==> config.mk <==
export PLATFORM = sky130hd
export DESIGN_NAME = pctr_timebase
export DESIGN_NICKNAME = d
export VERILOG_FILES = /design/src/rtl/pctr_timebase.sv
export SDC_FILE = /design/constraint.sdc
export NUM_CORES = 1
export LEC_CHECK = 0
export BUFFER_PORTS_ARGS = -buffer_cell sky130_fd_sc_hd__buf_2
export CORE_MARGIN = 2
export CORE_UTILIZATION = 40
export CTS_BUF_LIST = sky130_fd_sc_hd__clkbuf_8
export CTS_CLUSTER_SIZE = 28
export DETAILED_ROUTE_END_ITERATION = 10
export REMOVE_ABC_BUFFERS = 1
export SYNTH_ARGS = -nofsm -noshare
export SYNTH_HDL_FRONTEND = slang
export SYNTH_SLANG_ARGS = --single-unit
==> constraint.sdc <==
create_clock -name clk -period 2.2 [get_ports clk]
set_input_delay 0.22 -clock clk [delete_from_list [all_inputs] [get_ports clk]]
set_output_delay 0.22 -clock clk [all_outputs]
set_load 0.02 [all_outputs]
==> src/rtl/pctr_timebase.sv <==
module pctr_timebase #(
  parameter int          CW          = 16,
  parameter logic [7:0]  RST_MODE    = 8'h40,
  parameter int          SLOW_DIV    = 12,
  parameter int          FAST_DIV    = 4,
  parameter int          ECI_GAP     = 4,
  parameter int          EXT_DIV     = 8,
  parameter int          SYNC_STAGES = 2
) (
  input  logic          clk,
  input  logic          rst_n,
  input  logic          reg_we,
  input  logic [7:0]    reg_wdata,
  output logic [7:0]    reg_rdata,
  input  logic          flag_clr,
  input  logic          cpu_idle,
  input  logic          t0_ovf,
  input  logic          eci_in,
  input  logic          ext_clk_in,
  output logic [CW-1:0] count_q,
  output logic          ovf_flag,
  output logic          irq
);
  localparam int SW = $clog2(SLOW_DIV);
  localparam int FW = $clog2(FAST_DIV);
  localparam int GW = $clog2(ECI_GAP);
  localparam int EW = $clog2(EXT_DIV);

  logic [7:0] mode;
  wire idle_hold = mode[7];
  wire wd_en     = mode[6];
  wire wd_lock   = mode[5];
  wire [2:0] src = mode[3:1];
  wire ovf_ie    = mode[0];

  always_ff @(posedge clk or negedge rst_n) begin
    if (!rst_n) begin
      mode <= RST_MODE;
    end else if (reg_we) begin
      if (wd_en) begin
        if (!reg_wdata[6] && !wd_lock) mode[6] <= 1'b0;
      end else begin
        mode <= {reg_wdata[7:6], wd_lock | reg_wdata[5], 1'b0, reg_wdata[3:0]};
      end
    end
  end

  assign reg_rdata = mode;

  logic [SW-1:0] slow_cnt;
  logic [FW-1:0] fast_cnt;
  wire slow_tick = (slow_cnt == SW'(SLOW_DIV - 1));
  wire fast_tick = (fast_cnt == FW'(FAST_DIV - 1));

  always_ff @(posedge clk or negedge rst_n) begin
    if (!rst_n) begin
      slow_cnt <= '0;
      fast_cnt <= '0;
    end else begin
      slow_cnt <= slow_tick ? '0 : slow_cnt + 1'b1;
      fast_cnt <= fast_tick ? '0 : fast_cnt + 1'b1;
    end
  end

  logic [SYNC_STAGES:0] eci_sh, ext_sh;
  always_ff @(posedge clk or negedge rst_n) begin
    if (!rst_n) begin
      eci_sh <= '0;
      ext_sh <= '0;
    end else begin
      eci_sh <= {eci_sh[SYNC_STAGES-1:0], eci_in};
      ext_sh <= {ext_sh[SYNC_STAGES-1:0], ext_clk_in};
    end
  end

  wire eci_fall = eci_sh[SYNC_STAGES] & ~eci_sh[SYNC_STAGES-1];
  wire ext_rise = ~ext_sh[SYNC_STAGES] & ext_sh[SYNC_STAGES-1];

  logic [GW-1:0] eci_guard;
  wire eci_take = eci_fall && (eci_guard == '0);

  always_ff @(posedge clk or negedge rst_n) begin
    if (!rst_n)                eci_guard <= '0;
    else if (eci_take)         eci_guard <= GW'(ECI_GAP - 1);
    else if (eci_guard != '0)  eci_guard <= eci_guard - 1'b1;
  end

  logic [EW-1:0] ext_cnt;
  wire ext_tick = ext_rise && (ext_cnt == EW'(EXT_DIV - 1));

  always_ff @(posedge clk or negedge rst_n) begin
    if (!rst_n)        ext_cnt <= '0;
    else if (ext_rise) ext_cnt <= ext_cnt + 1'b1;
  end

  logic src_tick;
  always_comb begin
    case (src)
      3'b000:  src_tick = slow_tick;
      3'b001:  src_tick = fast_tick;
      3'b010:  src_tick = t0_ovf;
      3'b011:  src_tick = eci_take;
      3'b100:  src_tick = 1'b1;
      3'b101:  src_tick = ext_tick;
      default: src_tick = 1'b0;
    endcase
  end

  wire step = src_tick && !(idle_hold && cpu_idle);
  wire wrap = step && (&count_q);

  always_ff @(posedge clk or negedge rst_n) begin
    if (!rst_n) begin
      count_q  <= '0;
      ovf_flag <= 1'b0;
    end else begin
      if (step) count_q <= count_q + 1'b1;
      if (wrap)          ovf_flag <= 1'b1;
      else if (flag_clr) ovf_flag <= 1'b0;
    end
  end

  assign irq = ovf_flag & ovf_ie;
endmodule

Word level (Yosys, flattened, before mapping)
Index checks and enable logic that the tools add are counted.
- register bits: 41
- bits in latches: 0
- bits in writable memories: 0
- ROM bits: 0
- bits of input ports: 16
- logic and storage cells: 55
- memories kept: 0
- add/subtract/negate cells: 5
- $mul: 0
- div/mod/pow operators: 0
- order comparisons: 0
- eq/ne operators: 8
- shift operators: 0
- muxes and demuxes: 9
- bitwise logic cells: 7
- reductions and logical operators: 16
- operators by type and width (operator ; number):
    $add A16 B1 Y16 const B ; 1
    $reduce_and A16 Y1 ; 1
    $eq A3 B3 Y1 const B ; 3
    $eq A3 B2 Y1 const B ; 2
    $logic_and A1 B1 Y1 ; 6
    $mux W2 ; 3
    $pmux W1 S6 ; 1
    $reduce_bool A2 Y1 ; 3
    $add A4 B1 Y4 const B ; 1
    $eq A4 B4 Y1 const B ; 1
    $mux W1 ; 4
    $mux W4 ; 1
    $add A3 B1 Y3 const B ; 1
    $and A1 B1 Y1 ; 3
    $eq A3 B1 Y1 const B ; 1
    $logic_not A1 Y1 ; 3
    $logic_not A3 Y1 ; 1
    $not A1 Y1 ; 3
    $add A2 B1 Y2 const B ; 1
    $eq A2 B2 Y1 const B ; 1
    $logic_not A2 Y1 ; 1
    $reduce_and A2 Y1 ; 1
    $sub A2 B1 Y2 const B ; 1
    $or A1 B1 Y1 ; 1

Longest topological paths before layout
Gate-level depths: netlist of the first run.
- word-level depth: 7
- gate-level depth with buffers: 7
- gate-level depth less buffers: 7

Worst setup path before layout of the first run
No wires, ideal clock.
- path type: flip-flop to flip-flop
- from: register ext_cnt[0]
- to: register count_q[1]
- setup time: 0.125 ns
- arrival time: 1.656 ns
- slack: 0.420 ns
- stages on the path, launching flop included: 8
- clock period less this slack: 1.780 ns
- cells stage by stage: dfrtp_1 -> ha_1 -> ha_1 -> nand4b_1 -> a32oi_1 -> a21oi_1 -> nor2_1 -> mux2_2
- cells in the longest elaborated chain, start to end: 4
- ends and longest elaborated chain (element ; RTL line ; text):
    from (decl) ; 88 ; logic [EW-1:0] ext_cnt;
    from (signal assigned) ; 93 ; else if (ext_rise) ext_cnt <= ext_cnt + 1'b1;
    $eq A3 B3 Y1 ; 89 ; wire ext_tick = ext_rise && (ext_cnt == EW'(EXT_DIV - 1));
    $logic_and A1 B1 Y1 ; 89 ;
    $pmux W1 S6 ; 98 ; case (src)
    $logic_and A1 B1 Y1 ; 109 ; wire step = src_tick && !(idle_hold && cpu_idle);
    to (signal assigned) ; 117 ; if (step) count_q <= count_q + 1'b1;
    to (decl) ; 20 ; output logic [CW-1:0] count_q,
No other way between the ends.
A chain may end at the register's enable or synchronous reset.

Final worst setup path of the first run
Same ends and word-level chain as after synthesis.

==> impl_metrics.tcl, run 1 <==
set metrics [dict create \
    tightest_slew_ps 883 \
    cp_slowest_cell "dfrtp_1" \
    synth_top_area_frac 0.553 \
    dieHeight_um 71.3 \
    area_growth_pct 18.3 \
    irDropWorstVdd_v 0.000573 \
    end_kind "register" \
    final_cell_area_um2 2140 \
    avgViaCountPerCell 4.91 \
    yosysMostFrequentCell "dfrtp_1" \
    grt_usage 0.138 \
    p_leak_nw 0.948 \
    yosys_warnings 0 \
    grt_pass1_vias 1278 \
    drv_cap 0 \
    worstPathMaxFanout 3 \
    slew_viol_final 0 \
    cts_buffers 5 \
    htreeDepth 2 \
    r2r_slack_ps 290 \
    netlist_instances 148 \
    routedWlPerCell_um 13.4 \
    port_buffers 39 \
    fmax_mhz 523 \
    postCtsHoldBufs 0 \
    cts_sinks 41 \
    synth-edff-count 0 \
    final-setup-viol-count 0 \
    antenna_cells 0 \
    synth-main-ff-cell "dfrtp_1" \
    critPathTopFamily "compound AO/OA/AOI/OAI gates" \
    avgSynthCellArea_um2 12.2 \
    run_status "finished, final reports clean" \
    core_area_um2 4350 \
    whs_ps 35.0 \
    tns_ps 0 \
    post-cts-setup-buffer-count 0 \
    io_pins 42 \
    rsz0062_at_grt "no" \
    yosys-top-cells-count "dfrtp_1, nand2_1, nor2_1, mux2_2, xnor2_1" \
    drt-total-wl_um 3260 \
    clkLatencyLatePin_ps 280 \
    powerDensity_nw_per_um2 1070 \
    fin_ws_ps 287 \
    grt_max_degree 42 \
    vias 1197 \
    grt_pass1_wl_um 5520 \
    crit_top_cell "ha_1" \
    cts_tree "built" \
    multi_input_area_um2 738 \
    synth_seq_area_share 0.567 \
    ys_ff_latch 41 \
    crit_arrival_ps 2090 \
    cts_buffer_depth 2 \
    netlist_area_um2 1810 \
    rows 24 \
    grt-ovfl-total 0 \
    cts_resized 0 \
    report.power.total_mw 2.30 \
    clkSlewWorstSetupHoldPaths_ps 80 \
    finalHoldViolCount 0 \
    synthTopCellsByArea "dfrtp_1, mux2_2, xnor2_1" \
    pre_cts_slack_ps 281 \
    cts_root_buf "clkbuf_8" \
    path_buf_inv 0 \
    worstSetupStartpointType "register" \
    placed_area_um2 2060 \
    criticalPathCategory "register to register" \
    worstPathRequired_ps 2370 \
    slowest_delay_ps 370 \
    floorplan.initialDensity 0.416 \
    drc 0 \
    nFillCells 393 \
    synth_top_area_cell "dfrtp_1" \
    fin_worst_skew_ps 7.01 \
    dp_hpwl_um 2460 \
    async_flop_share 1.00 \
    gp_congestion 0.671 \
    period_share 0.869 \
    hold_path.class "input pin to register" \
    die_x_um 71.3 \
    die-area_um2 5080 \
    drive_gt1_frac 0.349 \
    synth.distinct_cells 35 \
    nets 213 \
    seqCellArea_um2 1030 \
    antenna_found_initial 0 \
    dr.pass1.iters 4 \
    ant_nets 0 \
    drt_iter0_markers 74 \
    cp_cell_sequence "ha_1 > ha_1 > nand4b_1 > a32oi_1 > a21oi_1 > nor2_1 > mux2_2" \
    slew_headroom 0.411 \
    post-route-min-period_ps 1910 \
]
-- kinds of logic after synthesis --
group | after synthesis | synth area share
AND/OR/NAND/NOR | 49 | 0.160
flip-flops | 41 | 0.567
XOR/XNOR | 17 | 0.0822
AO/OA/AOI/OAI | 14 | 0.0663
buffers and inverters | 11 | 0.0249
multiplexers | 9 | 0.0560
adder cells (fa/ha/maj) | 6 | 0.0415
other | 1 | 0.00207
-- per-layer routing --
layer / vias up / global-route usage / share of wire
met5: - / 0 / 0
met4: 0 / 0.0440 / 0.0074
met3: 4 / 0.0436 / 0.049
met2: 28 / 0.246 / 0.52
met1: 582 / 0.158 / 0.43
li1: 583 / - / -
-- area by class of cell --
| class | instances | area share |
|---|---|---|
| sequential | 41 | 0.480 |
| multi-input combinational | 96 | 0.345 |
| timing repair buffer | 39 | 0.0911 |
| clock buffer | 5 | 0.0321 |
| tap | 52 | 0.0304 |
| inverter | 8 | 0.0140 |
| clock inverter | 3 | 0.00818 |
-- final timing paths --
kind	from	to	cells after the start
worst max-delay path	ext_cnt[0]$_DFFE_PN0P_	count_q[1]$_DFFE_PN0P_	7
min in group asynchronous	rst_n	reg_rdata[2]$_DFFE_PN0P_	1
worst min-delay path	eci_in	eci_sh[0]$_DFF_PN0_	1
max in group asynchronous	rst_n	fast_cnt[0]$_DFF_PN0_	1
worst max register to register	ext_cnt[0]$_DFFE_PN0P_	count_q[1]$_DFFE_PN0P_	7
worst min register to register	eci_sh[0]$_DFF_PN0_	eci_sh[1]$_DFF_PN0_	0
-- layout by cell type (no fill, tap or decap), drive strengths merged --
cell type  instances
clkinv             2
a2111oi            2
nand2b             5
nor3b              1
conb               1
and3               1
nor4               1
buf               39
nand4b             2
nand3              4
xnor2              9
xor2               8
clkinvlp           1
a21oi              4
nand4              4
ha                 6
and2               2
nor2b              3
mux2               9
dfstp              1
nor3               5
nand3b             1
a21o               2
dfrtp             40
inv                8
a32oi              1
clkbuf             5
nor2              10
o21ai              4
a22o               1
nand2             10
-- power by group --
part / switching [mW] / total [mW] / internal, mW
logic: 0.428 / 0.736 / 0.309
clock network: 0.244 / 0.463 / 0.219
registers: 0.172 / 1.10 / 0.930
-- state kept, by name (all words and copies together) (netlist names) --
register	count
count_q	16
eci_guard	2
eci_sh	3
ext_cnt	3
ext_sh	3
fast_cnt	2
ovf_flag	1
reg_rdata	7
slow_cnt	4
-- stage by stage --
step | cells | utilization
finish | 244 | 0.492
global route | 244 | 0.492
global placement | 236 | 0.472
floorplan | 145 | -
CTS | 244 | 0.492
detailed placement | 236 | 0.472
Power figures use the tool's default switching activity.
==> run 2, diff against run 1 <==
- CORE_UTILIZATION: 40 -> 38
==> run 2 against run 1 <==
Against the previous run: register-to-register slack worse by 20 ps; combinational power is 2% higher; worst setup slack worse by 24 ps; clock power is 1% lower; flip-flop and latch count stayed put; cell count is 0.82% higher; clock skew is 2.4 ps higher; die area is 5.0% higher; via count is 2.0% higher; wire length is 3.3% higher; maximum frequency is 1.2% lower.
==> impl_metrics.tcl, run 2 (synthesis gave the netlist of run 1 again) <==
set metrics [dict create \
    rsz0062_at_grt "no" \
    layout_commonest_cell "dfrtp_1" \
    r2r_cells 7 \
    slowest_delay_ps 370 \
    critPathTopFamily "compound AO/OA/AOI/OAI gates" \
    vias 1221 \
    drv_cap 0 \
    io_pins 42 \
    p_leak_nw 0.954 \
    post-route-min-period_ps 1940 \
    criticalPathCategory "register to register" \
    place_inst 238 \
    drt-total-wl_um 3370 \
    cp-startpoint "ext_cnt[0]$_DFFE_PN0P_" \
    end_kind "register" \
    worstPathMaxFanout 3 \
    p_switching_mw 0.846 \
    period_share 0.880 \
    cts_buffers 5 \
    fmax_mhz 516 \
    hold_path.class "input pin to register" \
    cp_cell_sequence "ha_1 > ha_1 > nand4b_1 > a32oi_1 > a21oi_1 > nor2_1 > mux2_2" \
    cts_buffer_depth 2 \
    worstSetupStartpointType "register" \
    dieHeight_um 73.0 \
    gp_congestion 0.708 \
    grt_busiest_layer "met2" \
    path_buf_inv 0 \
    irDropWorstVdd_v 0.000337 \
    grt_pass1_vias 1233 \
    seq_power_share 0.476 \
    dp_hpwl_um 2530 \
    crit_arrival_ps 2120 \
    p_int_mw 1.46 \
    crit_cells 7 \
    die-area_um2 5330 \
    cp_slowest_cell "dfrtp_1" \
    powerDensity_nw_per_um2 1080 \
    final-setup-viol-count 0 \
    cts_root_buf "clkbuf_8" \
    crit_end "count_q[1]$_DFFE_PN0P_" \
    rows 25 \
    antenna_cells 0 \
    dr.pass1.iters 4 \
    grt-ovfl-total 0 \
    clkPwrFrac 0.199 \
    routedWlPerCell_um 13.7 \
    combPwrFrac 0.325 \
    largest_reg_flops 16 \
    report.power.total_mw 2.30 \
    fin_worst_skew_ps 9.38 \
    postCtsHoldBufs 0 \
    tns_ps 0 \
    grt_max_degree 42 \
    finalNonFillerCells 246 \
    worstPathRequired_ps 2380 \
    die_x_um 73.0 \
    r2r-start "ext_cnt[0]$_DFFE_PN0P_" \
    nets 213 \
    port_buffers 39 \
    grt_pass1_wl_um 5490 \
    area_growth_pct 18.2 \
    grt_usage 0.136 \
    ant_nets 0 \
    run_status "finished, final reports clean" \
    floorplan.initialDensity 0.388 \
    post-cts-setup-buffer-count 0 \
    avgViaCountPerCell 4.96 \
    htreeDepth 2 \
    clkSlewWorstSetupHoldPaths_ps 80 \
    met3_usage 0.0456 \
    cts_tree "built" \
    largest-register "count_q" \
    drc 0 \
    tightest_slew_ps 888 \
    regToRegEndpoint "count_q[1]$_DFFE_PN0P_" \
    finalHoldViolCount 0 \
    cts_resized 0 \
    drive_gt1_frac 0.339 \
    crit_top_cell "ha_1" \
    use_met2 0.238 \
    slew_viol_final 0 \
    power_switching_share 0.367 \
    clkLatencyLatePin_ps 290 \
    slew_headroom 0.408 \
    r2r_slack_ps 260 \
    antenna_found_initial 0 \
    final_cell_mix "dfrtp_1, buf_2, inv_1, nor2_1, nand2_1" \
    drt_iter0_markers 26 \
    core_area_um2 4660 \
    grt_use_met1 0.154 \
    cts_sinks 41 \
]
## run 2: cell types whose count changed in the layout (fill, tap and decap cells not counted), sizes merged
cell	delta
inv	+2
clkinv	-1
clkinvlp	-1
## run 2: stage by stage
stage | hold slack [ps] | cell area (µm²) | setup WS [ps] | util
after floorplan | -75.6 | 1800 | 420 | -
after global placement | 330 | 2060 | 308 | 0.442
after detailed placement | 330 | 2060 | 240 | 0.442
after CTS | 19.2 | 2140 | 237 | 0.459
after global routing | 18.3 | 2140 | 100 | 0.459
final | 28.7 | 2140 | 264 | 0.459
## run 2: metal layers
layer,up-vias,share of wire
li1,584,-
met4,0,0.015
met5,-,0
met2,25,0.51
met3,6,0.050
met1,606,0.43
## run 2: how the worst min path moves through the flow
stage          cells past startpoint                endpoint  slack [ps]    from
6_report                           1     eci_sh[0]$_DFF_PN0_          30  eci_in
3_3_place_gp                       1     eci_sh[0]$_DFF_PN0_         330  eci_in
4_1_cts                            1     eci_sh[0]$_DFF_PN0_          20  eci_in
5_1_grt                            1     eci_sh[0]$_DFF_PN0_          20  eci_in
2_1_floorplan                      0  count_q[0]$_DFFE_PN0P_         -80   rst_n
3_5_place_dp                       1     eci_sh[0]$_DFF_PN0_         330  eci_in
## run 2: final cells by class
cell class / instances / area, µm²
clock buffer: 5 / 68.8
clock inverter: 3 / 12.5
sequential: 41 / 1030
tap: 54 / 67.6
inverter: 8 / 30.0
timing repair buffer: 39 / 195
fill: 433 / 2520
multi-input combinational: 96 / 738
## run 2: power by group through the flow
stage | combinational, mW | sequential (mW) | clock, mW
2_1_floorplan | 0.383 | 1.23 | 0
3_3_place_gp | 0.719 | 1.10 | 0
3_5_place_dp | 0.763 | 1.11 | 0
4_1_cts | 0.769 | 1.10 | 0.473
5_1_grt | 0.821 | 1.12 | 0.511
6_report | 0.749 | 1.10 | 0.458
